--- config.mk ---
export PLATFORM = sky130hd
export DESIGN_NAME = qptr_seq
export DESIGN_NICKNAME = d
export VERILOG_FILES = /design/src/rtl/qptr_pkg.sv /design/src/rtl/qptr_shadow.sv /design/src/rtl/qptr_stepper.sv /design/src/rtl/qptr_status.sv /design/src/rtl/qptr_seq.sv
export SDC_FILE = /design/constraint.sdc
export NUM_CORES = 1
export LEC_CHECK = 0
export BUFFER_PORTS_ARGS = -buffer_cell sky130_fd_sc_hd__buf_4
export CORE_ASPECT_RATIO = 1.2
export CORE_UTILIZATION = 50
export CTS_CLUSTER_DIAMETER = 200
export DETAILED_ROUTE_END_ITERATION = 8
export PLACE_DENSITY = 0.85
export RECOVER_POWER = 25
export SYNTH_ARGS = -nofsm -noshare
export SYNTH_HDL_FRONTEND = slang
export SYNTH_HIERARCHICAL = 1
export SYNTH_SLANG_ARGS = --single-unit
--- constraint.sdc ---
create_clock -name clk -period 1.3 [get_ports clk]
set_input_delay 0.195 -clock clk [delete_from_list [all_inputs] [get_ports clk]]
set_output_delay 0.195 -clock clk [all_outputs]
set_load 0.03 [all_outputs]
--- src/rtl/qptr_pkg.sv ---
package qptr_pkg;
  parameter int unsigned QP_W  = 4;
  parameter int unsigned REG_W = 16;

  typedef logic [QP_W-1:0] qp_t;

  // active / pending control word; first entry sits in the low bits
  typedef struct packed {
    logic fin_ie;
    logic wrap_to_first;
    logic wrap_on;
    qp_t  last;
    qp_t  first;
  } qctl_t;

  localparam int unsigned CTL_W   = $bits(qctl_t);
  localparam int unsigned ST_FIN  = QP_W;
  localparam int unsigned ST_HALT = QP_W + 1;
  localparam int unsigned ST_ACK  = QP_W + 2;
  localparam int unsigned ST_W    = QP_W + 3;
endpackage

--- src/rtl/qptr_shadow.sv ---
module qptr_shadow
  import qptr_pkg::*;
(
  input  logic  clk,
  input  logic  rst_n,
  input  logic  ctl_wr,
  input  qctl_t ctl_wdata,
  input  logic  busy,
  input  logic  done_ev,
  output qctl_t act,
  output logic  restart,
  output qp_t   restart_ptr
);
  qctl_t pend, pend_n, act_n;
  logic  pend_v, pend_v_n;
  logic  apply;
  logic  act_en, pend_en;

  assign apply = pend_v & (done_ev | ~busy);

  always_comb begin
    act_n    = act;
    pend_n   = pend;
    pend_v_n = pend_v;
    if (apply) begin
      act_n    = pend;
      pend_v_n = 1'b0;
    end
    if (ctl_wr) begin
      if (busy) begin
        pend_n   = ctl_wdata;
        pend_v_n = 1'b1;
      end else begin
        act_n    = ctl_wdata;
        pend_v_n = 1'b0;
      end
    end
  end

  assign act_en  = apply | (ctl_wr & ~busy);
  assign pend_en = ctl_wr & busy;

  always_ff @(posedge clk or negedge rst_n) begin
    if (!rst_n) begin
      act    <= '0;
      pend   <= '0;
      pend_v <= 1'b0;
    end else begin
      if (act_en)  act  <= act_n;
      if (pend_en) pend <= pend_n;
      pend_v <= pend_v_n;
    end
  end

  assign restart     = pend_v & done_ev & (pend.first != act.first);
  assign restart_ptr = pend.first;

  AST_PEND_HIDDEN: assert property (@(posedge clk) disable iff (!rst_n)
    busy && ctl_wr && !done_ev |=> act == $past(act));
  AST_PEND_APPLIED: assert property (@(posedge clk) disable iff (!rst_n)
    done_ev && pend_v |=> act == $past(pend));
endmodule

--- src/rtl/qptr_stepper.sv ---
module qptr_stepper
  import qptr_pkg::*;
(
  input  logic  clk,
  input  logic  rst_n,
  input  logic  run_en,
  input  logic  xfer_done,
  input  logic  halt_ack,
  input  qctl_t act,
  input  logic  restart,
  input  qp_t   restart_ptr,
  output qp_t   cur,
  output logic  busy,
  output logic  done_ev,
  output logic  fin_ev
);
  logic run_q;
  logic start_ev, at_end;
  logic busy_n;
  qp_t  cur_n, wrap_tgt;
  logic cur_en;

  assign start_ev = run_en & ~run_q & ~busy;
  assign done_ev  = xfer_done & busy & run_en & ~halt_ack;
  assign at_end   = (cur == act.last);
  assign fin_ev   = done_ev & at_end;
  assign wrap_tgt = act.wrap_to_first ? act.first : '0;

  always_comb begin
    busy_n = busy;
    cur_n  = cur;
    if (busy && !run_en) begin
      busy_n = 1'b0;
    end else if (start_ev) begin
      busy_n = 1'b1;
      cur_n  = act.first;
    end else if (done_ev) begin
      if (restart) begin
        cur_n = restart_ptr;
      end else if (at_end) begin
        if (act.wrap_on) cur_n  = wrap_tgt;
        else             busy_n = 1'b0;
      end else begin
        cur_n = cur + 1'b1;
      end
    end
  end

  assign cur_en = start_ev | done_ev;

  always_ff @(posedge clk or negedge rst_n) begin
    if (!rst_n) begin
      run_q <= 1'b0;
      busy  <= 1'b0;
      cur   <= '0;
    end else begin
      run_q <= run_en;
      busy  <= busy_n;
      if (cur_en) cur <= cur_n;
    end
  end

  AST_START_LOAD: assert property (@(posedge clk) disable iff (!rst_n)
    !busy && run_en && !run_q |=> busy && cur == $past(act.first));
  AST_STEP_ONE: assert property (@(posedge clk) disable iff (!rst_n)
    done_ev && !restart && !at_end |=> cur == qp_t'($past(cur) + 1'b1));
  AST_IDLE_STILL: assert property (@(posedge clk) disable iff (!rst_n)
    !busy && !(run_en && !run_q) |=> $stable(cur));
  AST_STOP_IDLE: assert property (@(posedge clk) disable iff (!rst_n)
    !run_en |=> !busy);
endmodule

--- src/rtl/qptr_status.sv ---
module qptr_status
  import qptr_pkg::*;
(
  input  logic clk,
  input  logic rst_n,
  input  logic st_wr,
  input  logic wr_fin,
  input  logic wr_halt,
  input  logic done_ev,
  input  logic fin_ev,
  input  qp_t  cur,
  output qp_t  comp,
  output logic fin,
  output logic halt_req,
  output logic halt_ack
);
  logic fin_n, halt_req_n, halt_ack_n;

  always_comb begin
    fin_n = fin;
    if (st_wr && !wr_fin) fin_n = 1'b0;
    if (fin_ev)           fin_n = 1'b1;
    halt_req_n = st_wr ? wr_halt : halt_req;
    halt_ack_n = halt_req_n & (halt_ack | (done_ev & halt_req));
  end

  always_ff @(posedge clk or negedge rst_n) begin
    if (!rst_n) begin
      comp     <= '0;
      fin      <= 1'b0;
      halt_req <= 1'b0;
      halt_ack <= 1'b0;
    end else begin
      if (done_ev) comp <= cur;
      fin      <= fin_n;
      halt_req <= halt_req_n;
      halt_ack <= halt_ack_n;
    end
  end

  AST_FIN_STICKY: assert property (@(posedge clk) disable iff (!rst_n)
    fin && !(st_wr && !wr_fin) |=> fin);
  AST_COMP_TRACK: assert property (@(posedge clk) disable iff (!rst_n)
    done_ev |=> comp == $past(cur));
  AST_ACK_NEEDS_REQ: assert property (@(posedge clk) disable iff (!rst_n)
    halt_ack |-> halt_req);
endmodule

--- src/rtl/qptr_seq.sv ---
module qptr_seq
  import qptr_pkg::*;
(
  input  logic             clk,
  input  logic             rst_n,
  input  logic             reg_wr,
  input  logic             reg_sel,
  input  logic [REG_W-1:0] reg_wdata,
  output logic [REG_W-1:0] reg_rdata,
  input  logic             run_en,
  input  logic             xfer_done,
  output logic [QP_W-1:0]  cur_ptr,
  output logic             busy,
  output logic             irq
);
  logic [1:0] rst_pipe;
  logic       rst_s_n;

  always_ff @(posedge clk or negedge rst_n) begin
    if (!rst_n) rst_pipe <= 2'b00;
    else        rst_pipe <= {rst_pipe[0], 1'b1};
  end
  assign rst_s_n = rst_pipe[1];

  qctl_t act;
  logic  restart, done_ev, fin_ev;
  qp_t   restart_ptr, cur, comp;
  logic  fin, halt_req, halt_ack;
  logic  ctl_wr, st_wr;
  logic  unused_wdata;

  assign ctl_wr       = reg_wr & ~reg_sel;
  assign st_wr        = reg_wr & reg_sel;
  assign unused_wdata = ^reg_wdata[REG_W-1:CTL_W];

  qptr_shadow u_shadow (
    .clk         (clk),
    .rst_n       (rst_s_n),
    .ctl_wr      (ctl_wr),
    .ctl_wdata   (qctl_t'(reg_wdata[CTL_W-1:0])),
    .busy        (busy),
    .done_ev     (done_ev),
    .act         (act),
    .restart     (restart),
    .restart_ptr (restart_ptr)
  );

  qptr_stepper u_stepper (
    .clk         (clk),
    .rst_n       (rst_s_n),
    .run_en      (run_en),
    .xfer_done   (xfer_done),
    .halt_ack    (halt_ack),
    .act         (act),
    .restart     (restart),
    .restart_ptr (restart_ptr),
    .cur         (cur),
    .busy        (busy),
    .done_ev     (done_ev),
    .fin_ev      (fin_ev)
  );

  qptr_status u_status (
    .clk      (clk),
    .rst_n    (rst_s_n),
    .st_wr    (st_wr),
    .wr_fin   (reg_wdata[ST_FIN]),
    .wr_halt  (reg_wdata[ST_HALT]),
    .done_ev  (done_ev),
    .fin_ev   (fin_ev),
    .cur      (cur),
    .comp     (comp),
    .fin      (fin),
    .halt_req (halt_req),
    .halt_ack (halt_ack)
  );

  logic [ST_W-1:0] st_word;
  assign st_word   = {halt_ack, halt_req, fin, comp};
  assign reg_rdata = reg_sel ? REG_W'(st_word) : REG_W'(act);
  assign cur_ptr   = cur;
  assign irq       = fin & act.fin_ie;

  AST_HALT_FREEZE: assert property (@(posedge clk) disable iff (!rst_s_n)
    halt_ack && busy && run_en |=> $stable(cur_ptr));
  AST_FIN_AT_LAST: assert property (@(posedge clk) disable iff (!rst_s_n)
    $rose(fin) |-> $past(cur) == $past(act.last));
endmodule

==> results of run 1 <==
-- state kept, by name, indices dropped and copies added (netlist names), 2 cells and up --
register	flops
u_shadow/act	11
u_shadow/pend	7
u_shadow/restart_ptr	4
u_status/comp	4
u_stepper/cur	4
rst_pipe	2
-- layer usage --
layer / global-route usage, % / up-vias / part of all wire [%]
met4: 13.2 / 0 / 3.0
li1: - / 772 / -
met1: 29.9 / 904 / 41
met5: 0 / - / 0
met2: 46.8 / 72 / 51
met3: 6.50 / 16 / 4.2
-- cells by family (layout without fill, tap and decap cells) --
group                    count (synthesis)  in the layout  share of synthesized area, %
adder cells (fa/ha/maj)                  1              1                         0.616
flip-flops                              38             38                          46.8
buffers and inverters                   16             97                          5.11
other                                    2              6                         0.370
AO/OA/AOI/OAI                           30             30                          12.6
AND/OR/NAND/NOR                         51             51                          16.2
multiplexers                            24             24                          14.0
XOR/XNOR                                10             10                          4.31
-- worst paths after layout --
check | start | slack, ns | end
max | u_status/halt_ack | -0.57 | u_stepper/cur[2]
min | reg_wdata[7] | 0.13 | u_shadow/pend[7]
max reg2reg | u_status/halt_ack | -0.57 | u_stepper/cur[2]
min reg2reg | rst_pipe[0] | 0.36 | rst_pipe[1]
max in group asynchronous | rst_pipe[1] | 0.23 | u_shadow/act[9]
min in group asynchronous | rst_n | 0.21 | rst_pipe[1]
-- critical path, stage by stage (launching register included) --
cell and delay [ns]:
sky130_fd_sc_hd__dfrtp_1 0.40, sky130_fd_sc_hd__and4b_2 0.33, sky130_fd_sc_hd__nand2_2 0.09, sky130_fd_sc_hd__a41oi_4 0.23, sky130_fd_sc_hd__buf_4 0.17, sky130_fd_sc_hd__nor2_1 0.06, sky130_fd_sc_hd__mux2i_1 0.16, sky130_fd_sc_hd__o211ai_1 0.14
sky130_fd_sc_hd__a31oi_1 0.20
-- per-stage QoR --
step           instance area, sq um  cells  setup TNS, ns  worst slack [ns]
3_5_place_dp                   2590    286          -6.44            -0.439
6_report                       2990    311          -7.46            -0.566
3_3_place_gp                   2590    286          -5.32            -0.333
5_1_grt                        2990    311          -8.37            -0.661
2_1_floorplan                  2100    176          -6.04            -0.530
4_1_cts                        2890    304          -6.30            -0.478
-- power by group --
part	internal (mW)	switching, mW
clock	0.571	0.452
combinational	1.45	1.40
sequential	1.54	0.282
total	3.57	2.14
-- layout by cell type (no fill, tap or decap), drive strengths merged, types with 5 or more instances in the layout --
cell type / instances
buf: 82
dfrtp: 38
mux2: 23
nor2: 8
clkbuf: 8
nand2: 8
or2b: 7
o221a: 7
conb: 6
and2: 6
and2b: 5
xor2: 5
xnor2: 5
-- final cells by class --
cell class	count	area, sq um	area share [%]
clock buffers	5	68.8	2.30
flip-flops and latches	38	958	32.0
inverters	3	11.3	0.376
well taps	54	67.6	2.26
multi-input cells	122	1110	37.1
clock inverters	3	45.0	1.50
repair buffers	86	733	24.5
-- repair_timing --
| item | 4_1_cts | 5_1_grt |
|---|---|---|
| gates resized for setup | 31 | 11 |
| endpoints found under the setup margin | 31 | 38 |
| pin swaps | 10 | 8 |
| endpoints found under the hold margin | 2 | 0 |
| setup buffers | 10 | 8 |
| cloned | 0 | 0 |
| hold buffers | 1 | 0 |
==> parameters.txt, run 1 <==
Parameter                              Value

Global routing
  GR Overflow Total ... 0
  Largest net degree at the start of global routing ... 37
  Number of global-route vias before repair ... between 1.5k and 2k
  Number of antenna violations at the first check in global routing ... 0
  Wire length of the first global-routing pass ... approximately 8400 um
  Overall Global Routing Usage ... a little over a quarter

Drt
  # DRC ... 0
  Wire length per cell after detailed routing ... roughly 20 um
  Detailed-route vias per instance ... around 5.7
  Post-Route WL ... about 6000 um
  Antenna-violating nets left ... 0
  Via total after detailed routing ... about 1.8k
  Number of DRC markers in iteration 0 ... 129
  TritonRoute pass-1 iters ... 5

Run status
  Outcome ... complete, but fails checks
  Violated checks ... negative setup slack

Yosys
  Post-synthesis cell type with the largest combined area ... sky130_fd_sc_hd__dfrtp_1
  Dominant register cell in the synthesized netlist ... sky130_fd_sc_hd__dfrtp_1
  Synth unique cells ... between 40 and 50
  EDFF count, synth ... 0
  Synth top cells by count ... 38 x sky130_fd_sc_hd__dfrtp_1, 19 x sky130_fd_sc_hd__mux2_2, 9 x sky130_fd_sc_hd__buf_4
  Yosys warnings ... 6
  Synthesized area divided by synthesized cell count ... roughly 12 sq um
  Most frequent cell after synthesis ... sky130_fd_sc_hd__dfrtp_1
  Post-synthesis sequential element count ... 38
  Post-synthesis instance area ... roughly 2000 sq um
  Cell count after synthesis ... between 150 and 200
  Share of Yosys cell area claimed by the top area cell type ... a little under half
  Portion of the post-synthesis area used by sequential elements ... 46.8%
  Biggest area contributors in the synthesized netlist ... sky130_fd_sc_hd__dfrtp_1 47%, sky130_fd_sc_hd__mux2_2 11%, sky130_fd_sc_hd__o221a_2 3.9%, sky130_fd_sc_hd__buf_4 3.3%, sky130_fd_sc_hd__mux2_4 3.0%
  Proportion of register bits with asynchronous set or reset after synthesis ... 100%

STA
  Post-layout minimum cycle time ... between 1.5 and 2 ns
  Slew at the pin closest to its max-slew limit ... about 0.90 ns
  Setup skew after layout ... between 0.006 and 0.007 ns
  Setup violation total in the final timing report ... 29
  Final number of max-transition violations ... 0
  RSZ-0062 raised after global routing ... yes
  FMAX ... roughly 540 MHz
  Number of failing hold endpoints at the final stage ... 0
  Hold slack final ... between 0.1 and 0.15 ns
  Worst-case headroom to the max-slew limit ... between 30% and 40%
  Final clock period utilization by the worst path ... 144%
  Setup WS post-layout ... -0.566 ns

Floorplanning
  Die height ... between 70 and 80 um
  Initial core utilization ... a little over 50%
  Horizontal die dimension ... between 60 and 70 um
  Floorplan core area ... 3910 sq um
  Standard-cell rows ... 25
  Top-level port count ... 44
  Total die area ... 4320 sq um

Critical path
  Largest fanout of any net on the critical path ... 4
  Classification of the worst setup path ... register to register
  Arrival time of the worst setup path ... about 2.1 ns
  Critical path data required time ... about 1.5 ns
  Critical Path Source Type ... register
  Worst r2r path cells ... 8
  CP endpoint kind ... register

Power
  Total power per unit cell area ... ~1900 nW/um^2
  VDD IR max ... slightly below 1 mV
  Leakage dissipation ... approximately 1.4 nW
  Power, Total ... around 5.7 mW

CTS
  Clock transition at path regs ... about 0.080 ns
  Sink Count ... 38
  CTS tree ... done
  Number of buffers created by CTS ... 5
  Count of H-tree levels built during CTS ... 2
  Number of buffers on the longest clock path ... 2
  Master cell of the clock root buffer ... sky130_fd_sc_hd__clkbuf_8
  Clock latency reported for the late side of the worst-skew pair ... about 0.30 ns

Run
  # Max-Cap Violations ... 0

Placement
  Post-detail-place hpwl ... around 3500 um
  Count of buffers from port buffering ... 33
  GP Congestion ... 0.831

Cells and area
  Fillers ... 225
  Final layout net count ... about 280
  Final standard cell utilization of the core ... approximately three quarters
  Relative area change from synthesis to final layout ... 47.4%
  Antenna fix cells ... 0
  Ratio of cells with drive above 1 in the final layout ... between 60% and 70%

Worst hold path
  Type of the worst min-delay path ... primary input to register
  Worst Hold Depth ... 2
(Power assumes the default switching activity.)
==> run 2, diff against run 1 <==
- ABC_AREA: default -> 1
- PLACE_DENSITY: 0.85 -> 0.84
==> run 2 against run 1 <==
  * The run still ends with negative setup slack left
  * Combinational power rose by 19%
  * Cell count rose by 50%
  * Core utilization rose by 2.9 points
  * Critical path depth rose by 3
  * Synthesized area rose by 13%
  * Non-clock buffer count rose by 12
  * Critical endpoint is now u_stepper/cur[3]
  * Largest cell class unchanged
==> parameters.txt, run 2 <==
Parameter                              Value

Yosys
  Yosys warnings ... 6 (unchanged)
  Dominant register cell in the synthesized netlist ... sky130_fd_sc_hd__dfrtp_1 (unchanged)
  Synth unique cells ... 25 (was 45)
  Share of Yosys cell area claimed by the top area cell type ... 41.3% (was 46.8%)
  Post-synthesis cell type with the largest combined area ... sky130_fd_sc_hd__dfrtp_1 (unchanged)
  Portion of the post-synthesis area used by sequential elements ... 41.3% (was 46.8%)
  Post-synthesis instance area ... 2300 sq um (was 2030 sq um)
  EDFF count, synth ... 0 (unchanged)
  Post-synthesis sequential element count ... 38 (unchanged)
  Biggest area contributors in the synthesized netlist ... sky130_fd_sc_hd__dfrtp_1 41%, sky130_fd_sc_hd__nand2_1 18%, sky130_fd_sc_hd__inv_1 7.8%, sky130_fd_sc_hd__nand3_1 5.2%, sky130_fd_sc_hd__nor2_1 4.9% (was sky130_fd_sc_hd__dfrtp_1 47%, sky130_fd_sc_hd__mux2_2 11%, sky130_fd_sc_hd__o221a_2 3.9%, sky130_fd_sc_hd__buf_4 3.3%, sky130_fd_sc_hd__mux2_4 3.0%)
  Proportion of register bits with asynchronous set or reset after synthesis ... 100% (unchanged)
  Synth top cells by count ... 113 x sky130_fd_sc_hd__nand2_1, 48 x sky130_fd_sc_hd__inv_1, 38 x sky130_fd_sc_hd__dfrtp_1 (was 38 x sky130_fd_sc_hd__dfrtp_1, 19 x sky130_fd_sc_hd__mux2_2, 9 x sky130_fd_sc_hd__buf_4)
  Most frequent cell after synthesis ... sky130_fd_sc_hd__nand2_1 (was sky130_fd_sc_hd__dfrtp_1)
  Cell count after synthesis ... 316 (was 172)
  Synthesized area divided by synthesized cell count ... 7.29 sq um (was 11.8 sq um)

Power
  Power share of the combinational group ... 55.8% (was 50.1%)
  Leakage dissipation ... 1.89 nW (was 1.38 nW)
  Sequential fraction of design power ... 30.7% (was 32.0%)
  Internal power ... 3.43 mW (was 3.57 mW)
  VDD IR max ... 0.931 mV (was 0.965 mV)
  Portion of total power attributed to the clock network ... 13.4% (was 17.9%)
  Total net switching power ... 2.63 mW (was 2.14 mW)
  Fraction of power spent switching nets ... 43.4% (was 37.5%)
  Total power per unit cell area ... 1760 nW/um^2 (was 1900 nW/um^2)

Floorplanning
  Horizontal die dimension ... 64.0 um (was 60.2 um)
  Floorplan core area ... 4330 sq um (was 3910 sq um)
  Die height ... 76.4 um (was 71.8 um)
  Initial core utilization ... 53.3% (was 51.9%)
  Standard-cell rows ... 26 (was 25)
  Total die area ... 4890 sq um (was 4320 sq um)
  Top-level port count ... 44 (unchanged)

Placement
  Count of buffers from port buffering ... 33 (unchanged)
  Post-detail-place hpwl ... 4080 um (was 3450 um)
  GP Congestion ... 0.858 (was 0.831)
  Post-Place Setup Slack ... -0.301 ns (was -0.439 ns)

Drt
  Wire length per cell after detailed routing ... 15.2 um (was 19.4 um)
  Met3 routed wirelength ... 357 um (was 256 um)
  # DRC ... 0 (unchanged)
  Number of DRC markers in iteration 0 ... 135 (was 129)
  TritonRoute pass-1 iters ... 6 (was 5)
  Metal2 WL ... 3790 um (was 3110 um)
  Detailed-route vias per instance ... 5.23 (was 5.67)
  Post-Route WL ... 7110 um (was 6050 um)
  Highest layer used for signal routing ... met4 (unchanged)
  Antenna-violating nets left ... 0 (unchanged)
  Routed met1 length ... 2740 um (was 2490 um)
  Via total after detailed routing ... 2443 (was 1764)

Run status
  Outcome ... complete, but fails checks (unchanged)
  Violated checks ... negative setup slack (unchanged)

Run
  # Max-Cap Violations ... 0 (unchanged)

STA
  Slew at the pin closest to its max-slew limit ... 0.545 ns (was 0.905 ns)
  Number of failing hold endpoints at the final stage ... 0 (unchanged)
  Setup skew after layout ... 0.00517 ns (was 0.00699 ns)
  Worst-case headroom to the max-slew limit ... 63.7% (was 39.7%)
  Final number of max-transition violations ... 0 (unchanged)
  RSZ-0062 raised after global routing ... yes (unchanged)
  Setup violation total in the final timing report ... 22 (was 29)
  FMAX ... 645 MHz (was 536 MHz)
  Post-layout minimum cycle time ... 1.55 ns (was 1.87 ns)
  Setup WS post-layout ... -0.250 ns (was -0.566 ns)
  Final clock period utilization by the worst path ... 119% (was 144%)

CTS
  Number of buffers created by CTS ... 5 (unchanged)
  Sink Count ... 38 (unchanged)
  Clock latency reported for the late side of the worst-skew pair ... 0.30 ns (about the same)
  Number of buffers on the longest clock path ... 2 (unchanged)
  Count of H-tree levels built during CTS ... 2 (unchanged)
  Master cell of the clock root buffer ... sky130_fd_sc_hd__clkbuf_8 (unchanged)
  Clock transition at path regs ... 0.08 ns (about the same)
  CTS tree ... done (unchanged)

Cells and area
  Relative area change from synthesis to final layout ... 49.3% (was 47.4%)
  Flip-flop count of the largest register, all copies and words added ... 11 (unchanged)
  Top flop regs ... u_shadow/act: 11 flops, u_shadow/pend: 7 flops (unchanged)
  Most frequent cells in the layout ... 90 x sky130_fd_sc_hd__nand2_1, 70 x sky130_fd_sc_hd__buf_4, 41 x sky130_fd_sc_hd__inv_1 (was 60 x sky130_fd_sc_hd__buf_4, 32 x sky130_fd_sc_hd__dfrtp_1, 20 x sky130_fd_sc_hd__buf_6)
  Antenna fix cells ... 0 (unchanged)
  Most common cell after layout, fill and taps aside ... sky130_fd_sc_hd__nand2_1 (was sky130_fd_sc_hd__buf_4)
  Ratio of cells with drive above 1 in the final layout ... 43.6% (was 60.3%)
  Final standard cell utilization of the core ... 79.5% (was 76.6%)
  Fillers ... 269 (was 225)
  Register with the most flip-flops ... u_shadow/act (unchanged)
  Final layout net count ... 434 (was 279)

Critical path
  Delay of the slowest cell on the worst path ... 0.39 ns (was 0.40 ns)
  CP endpoint kind ... register (unchanged)
  Arrival time of the worst setup path ... 1.74 ns (was 2.08 ns)
  Worst r2r path cells ... 11 (was 8)
  Critical Path Source Type ... register (unchanged)
  List of cells traversed by the critical path ... inv_2 > nand2_1 > nand2_1 > nor2_2 > a21oi_4 > nor2_4 > nand3_4 > a21oi_4 > nor2_1 > nand2_1 > nand2_1 (was and4b_2 > nand2_2 > a41oi_4 > buf_4 > nor2_1 > mux2i_1 > o211ai_1 > a31oi_1)
  Cell occurring most often along the worst timing path ... sky130_fd_sc_hd__nand2_1
  Critical-path cell with the highest stage delay ... sky130_fd_sc_hd__dfrtp_1 (unchanged)
  Critical path data required time ... 1.49 ns (was 1.51 ns)
  Classification of the worst setup path ... register to register (unchanged)
  Logic depth of the worst path, buffers included ... 11 (was 8)
  Combined buffer and inverter count along the critical path ... 1 (unchanged)
  Cell type group with the largest total delay on the critical path ... simple AND/OR/NAND/NOR gates (was compound AO/OA/AOI/OAI gates)
  Largest fanout of any net on the critical path ... 8 (was 4)

Global routing
  Number of antenna violations at the first check in global routing ... 0 (unchanged)
  Largest net degree at the start of global routing ... 16 (was 37)
  Overall Global Routing Usage ... 27.3% (was 26.9%)
  Wire length of the first global-routing pass ... 10200 um (was 8390 um)
  GR Overflow Total ... 0 (unchanged)
  Number of global-route vias before repair ... 2273 (was 1790)

Worst hold path
  Worst Hold Depth ... 1 (was 2)
  Type of the worst min-delay path ... primary input to register (unchanged)
[run 2: final timing paths]
kind,from,endpoint,slack (ns)
setup / recovery,u_shadow/restart_ptr[1],u_stepper/cur[3],-0.25
hold / removal,run_en,u_stepper/run_q,0.07
setup reg to reg,u_shadow/restart_ptr[1],u_stepper/cur[3],-0.25
hold reg to reg,rst_pipe[1],u_shadow/act[4],0.22
max in group asynchronous,rst_pipe[1],u_stepper/cur[0],0.35
min in group asynchronous,rst_n,rst_pipe[1],0.20
[run 2: logic make-up (layout without fill, tap and decap cells)]
family                   after synthesis  after routing  share of synthesized area, %
buffers and inverters                 67            157                          14.1
XOR/XNOR                               2              2                         0.760
other                                  2              6                         0.326
AND/OR/NAND/NOR                      186            187                          36.9
flip-flops                            38             38                          41.3
adder cells (fa/ha/maj)                1              1                         0.543
AO/OA/AOI/OAI                         16             16                          4.13
multiplexers                           4              4                          1.95
[run 2: metrics by stage]
step                cell area (sq um)  hold WS, ns  power (mW)  TNS [ns]  std cells
finish                           3440       0.0663        6.06     -2.42        467
global route                     3440       0.0549        6.40     -3.71        467
CTS                              3170       0.0316        5.50     -1.49        455
detailed placement               2860      -0.0211        4.42     -2.92        433
global placement                 2860      -0.0224        4.34     -2.10        433
floorplan                        2350       -0.101        3.48     -2.61        320
[run 2: worst register-to-register path, delay by kind of cell, from the launching register on]
kind / cells / cell delay (ns)
AND/OR/NAND/NOR: 8 / 0.66
flip-flops: 1 / 0.39
buffers and inverters: 1 / 0.06
AO/OA/AOI/OAI: 2 / 0.34
[run 2: area by class of cell]
cell class,instances,area (sq um),share of cell area [%]
flip-flops and latches,38,956,27.8
clock inverters,1,7.51,0.218
inverters,52,206,6.00
repair buffers,98,827,24.0
clock buffers,6,72.6,2.11
well taps,56,70.1,2.04
multi-input cells,216,1300,37.8
[run 2: power groups by stage]
| stage | registers, mW | clock network [mW] | logic, mW |
|---|---|---|---|
| finish | 1.86 | 0.815 | 3.38 |
| CTS | 1.83 | 0.795 | 2.87 |
| detailed placement | 1.85 | 0 | 2.57 |
| global route | 1.89 | 0.866 | 3.64 |
| floorplan | 1.96 | 0 | 1.52 |
| global placement | 1.82 | 0 | 2.52 |
[run 2: routing by layer]
layer	track usage [%]	up-vias
met5	0	-
met4	11.8	0
met3	4.94	25
met2	47.8	110
met1	32.1	1177
li1	-	1131
[run 2: repair_timing]
item / in CTS / in global routing
setup endpoints to repair: 24 / 33
hold endpoints to repair: 2 / 0
hold buffers: 1 / 0
gates resized for setup: 35 / 56
buffers inserted: 14 / 17
cloned: 1 / 0
pin swaps: 8 / 18
==> run 3, diff against run 2 <==
- CAP_MARGIN: default -> 20
- clock period: 1.3 -> 1.75 ns (I/O delays scaled with it)
==> run 3 against run 2 <==
  * The run now ends clean
  * Sequential power shrank 24%
  * Combinational power shrank 53%
  * Global-route usage shrank 5.9 points
  * Core utilization shrank 18 points
  * Critical path depth is the same
  * Cell area shrank 23%
  * Routed wire length shrank 33%
  * Hold slack gained 0.049 ns
  * First-iteration DRC count shrank 22%
  * Setup slack gained 0.39 ns
  * Critical path type unchanged
  * Critical endpoint unchanged
  * Largest power group unchanged
  * Highest routed layer unchanged
==> parameters.txt, run 3 (synthesis results as in run 2) <==
Parameter                              Value

Cells and area
  Top flop regs ... u_shadow/act: 11 flops, u_shadow/pend: 7 flops (unchanged)
  Antenna fix cells ... 0 (unchanged)
  Area occupied by registers ... 955 sq um (was 956 sq um)
  Most common cell after layout, fill and taps aside ... sky130_fd_sc_hd__nand2_1 (unchanged)
  Post-route cell area ... 2660 sq um (was 3440 sq um)
  Flip-flop count of the largest register, all copies and words added ... 11 (unchanged)
  Register with the most flip-flops ... u_shadow/act (unchanged)
  Final layout net count ... 377 (was 434)
  Ratio of cells with drive above 1 in the final layout ... 20.3% (was 43.6%)
  Relative area change from synthesis to final layout ... 15.4% (was 49.3%)
  Fin cells ... 410 (was 467)
  Most frequent cells in the layout ... 113 x sky130_fd_sc_hd__nand2_1, 48 x sky130_fd_sc_hd__inv_1, 37 x sky130_fd_sc_hd__buf_4 (was 90 x sky130_fd_sc_hd__nand2_1, 70 x sky130_fd_sc_hd__buf_4, 41 x sky130_fd_sc_hd__inv_1)
  Fillers ... 393 (was 269)
  Final standard cell utilization of the core ... 61.5% (was 79.5%)
  Multi-input gate area ... 1050 sq um (was 1300 sq um)

Drt
  Post-Route WL ... 4760 um (was 7110 um)
  TritonRoute pass-1 iters ... 4 (was 6)
  Number of DRC markers in iteration 0 ... 105 (was 135)
  Wire length per cell after detailed routing ... 11.6 um (was 15.2 um)
  Via total after detailed routing ... 1952 (was 2443)
  # DRC ... 0 (unchanged)
  Detailed-route vias per instance ... 4.76 (was 5.23)
  Antenna-violating nets left ... 0 (unchanged)

STA
  Hold slack final ... 0.115 ns (was 0.0663 ns)
  Final number of max-transition violations ... 0 (unchanged)
  Number of failing hold endpoints at the final stage ... 0 (unchanged)
  Worst-case headroom to the max-slew limit ... 56.3% (was 63.7%)
  Post-layout minimum cycle time ... 1.61 ns (was 1.55 ns)
  Slew at the pin closest to its max-slew limit ... 0.656 ns (was 0.545 ns)
  Final clock period utilization by the worst path ... 92.2% (was 119%)
  Setup skew after layout ... 0.00572 ns (was 0.00517 ns)
  Setup violation total in the final timing report ... 0 (was 22)
  FMAX ... 620 MHz (was 645 MHz)

Power
  Total power per unit cell area ... 1350 nW/um^2 (was 1760 nW/um^2)
  Total net switching power ... 1.56 mW (was 2.63 mW)
  Power share of the combinational group ... 44.5% (was 55.8%)
  Portion of total power attributed to the clock network ... 16.1% (was 13.4%)
  Fraction of power spent switching nets ... 43.7% (was 43.4%)
  Leakage dissipation ... 1.51 nW (was 1.89 nW)
  Power, Total ... 3.58 mW (was 6.06 mW)
  Internal power ... 2.02 mW (was 3.43 mW)
  Sequential fraction of design power ... 39.4% (was 30.7%)
  VDD IR max ... 0.771 mV (was 0.931 mV)

Floorplanning
  Standard-cell rows ... 26 (unchanged)
  Initial core utilization ... 53.3% (unchanged)
  Total die area ... 4890 sq um (unchanged)
  Die height ... 76.4 um (unchanged)
  Top-level port count ... 44 (unchanged)
  Floorplan core area ... 4330 sq um (unchanged)
  Horizontal die dimension ... 64.0 um (unchanged)

Placement
  GP Congestion ... 0.883 (was 0.858)
  DP Cell Count ... 402 (was 433)
  Placed cell area ... 2590 sq um (was 2860 sq um)
  Count of buffers from port buffering ... 33 (unchanged)
  Post-detail-place hpwl ... 3530 um (was 4080 um)

Critical path
  Worst r2r path cells ... 11 (unchanged)
  Logic depth of the worst path, buffers included ... 11 (unchanged)
  List of cells traversed by the critical path ... inv_1 > nand2_1 > nand2_1 > nor2_2 > a21oi_2 > nor2_2 > nand3_4 > a21oi_4 > nor2_1 > nand2_1 > nand2_1 (was inv_2 > nand2_1 > nand2_1 > nor2_2 > a21oi_4 > nor2_4 > nand3_4 > a21oi_4 > nor2_1 > nand2_1 > nand2_1)
  Arrival time of the worst setup path ... 1.80 ns (was 1.74 ns)
  FF-to-FF setup slack ... 0.14 ns (was -0.25 ns)
  Delay of the slowest cell on the worst path ... 0.41 ns (was 0.39 ns)
  End point of the critical path ... u_stepper/cur[3] (unchanged)
  Cell type group with the largest total delay on the critical path ... simple AND/OR/NAND/NOR gates (unchanged)
  Critical path data required time ... 1.93 ns (was 1.49 ns)
  Combined buffer and inverter count along the critical path ... 1 (unchanged)
  Largest fanout of any net on the critical path ... 8 (unchanged)
  Critical Path Source Type ... register (unchanged)
  Cell occurring most often along the worst timing path ... sky130_fd_sc_hd__nand2_1 (unchanged)
  Classification of the worst setup path ... register to register (unchanged)
  CP endpoint kind ... register (unchanged)
  Startpoint of the most critical register-to-register path ... u_shadow/restart_ptr[1] (unchanged)
  Endpoint of the most critical register-to-register path ... u_stepper/cur[3] (unchanged)
  Crit path from ... u_shadow/restart_ptr[1] (unchanged)
  Critical-path cell with the highest stage delay ... sky130_fd_sc_hd__dfrtp_1 (unchanged)

CTS
  Sink Count ... 38 (unchanged)
  Clock latency reported for the late side of the worst-skew pair ... 0.29 ns (was 0.30 ns)
  Number of buffers created by CTS ... 5 (unchanged)
  Clock transition at path regs ... 0.08 ns (about the same)
  Number of buffers on the longest clock path ... 2 (unchanged)
  Count of H-tree levels built during CTS ... 2 (unchanged)
  Post-CTS setup buffer count ... 0 (was 14)
  CTS tree ... done (unchanged)
  Master cell of the clock root buffer ... sky130_fd_sc_hd__clkbuf_8 (unchanged)

Global routing
  Number of global-route vias before repair ... 1843 (was 2273)
  GR Layer Usage met1 ... 27.3% (was 32.1%)
  Number of antenna violations at the first check in global routing ... 0 (unchanged)
  Largest net degree at the start of global routing ... 22 (was 16)
  GR Overflow Total ... 0 (unchanged)
  M2 GR Usage ... 35.6% (was 47.8%)
  Met3 capacity usage during global routing ... 4.19% (was 4.94%)
  Wire length of the first global-routing pass ... 8130 um (was 10200 um)
  Routing layer with the top usage in global route ... met2 (unchanged)
  Overall Global Routing Usage ... 21.5% (was 27.3%)

Worst hold path
  Type of the worst min-delay path ... primary input to register (unchanged)

Run status
  Outcome ... completed (was complete, but fails checks)

Run
  # Max-Cap Violations ... 0 (unchanged)
run 3: final cells by class:
cell class	count	area share, %
inverter	52	7.44
sequential	38	35.9
tap	56	2.64
timing repair buffer	42	11.4
clock inverter	1	0.282
multi-input combinational	215	39.6
clock buffer	6	2.73
run 3: through the flow:
stage | TNS [ns] | setup slack (ns)
floorplan | 0 | 0.0451
global placement | 0 | 0.155
detailed placement | 0 | 0.127
CTS | 0 | 0.101
global route | -0.0194 | -0.0183
finish | 0 | 0.136
run 3: power by group through the flow:
stage | Clock [mW] | Combinational (mW) | Sequential (mW)
after floorplan | 0 | 1.11 | 1.46
after global placement | 0 | 1.54 | 1.41
after detailed placement | 0 | 1.59 | 1.42
after CTS | 0.592 | 1.59 | 1.40
after global routing | 0.627 | 1.75 | 1.45
final | 0.575 | 1.59 | 1.41
run 3: worst min-delay path by stage:
stage                 from         endpoint  slack (ns)  cells past startpoint
global placement     rst_n      rst_pipe[0]        0.04                      1
CTS                 run_en  u_stepper/run_q        0.09                      1
detailed placement   rst_n      rst_pipe[1]        0.05                      1
finish              run_en  u_stepper/run_q        0.12                      1
global route        run_en  u_stepper/run_q        0.12                      1
floorplan            rst_n      rst_pipe[0]       -0.03                      0
run 3: repair_timing:
item / in CTS / in global routing
setup endpoints to repair: 0 / 4
resized for setup: 0 / 4
endpoints found under the hold margin: 2 / 0
hold buffers: 1 / 0
run 3: routing by layer:
layer | part of all wire [%] | up-vias | wire (um)
met5 | 0 | - | 0
met4 | 1.7 | 0 | 80
met3 | 6.2 | 10 | 293
met2 | 50 | 61 | 2370
met1 | 42 | 865 | 2010
li1 | - | 1016 | -
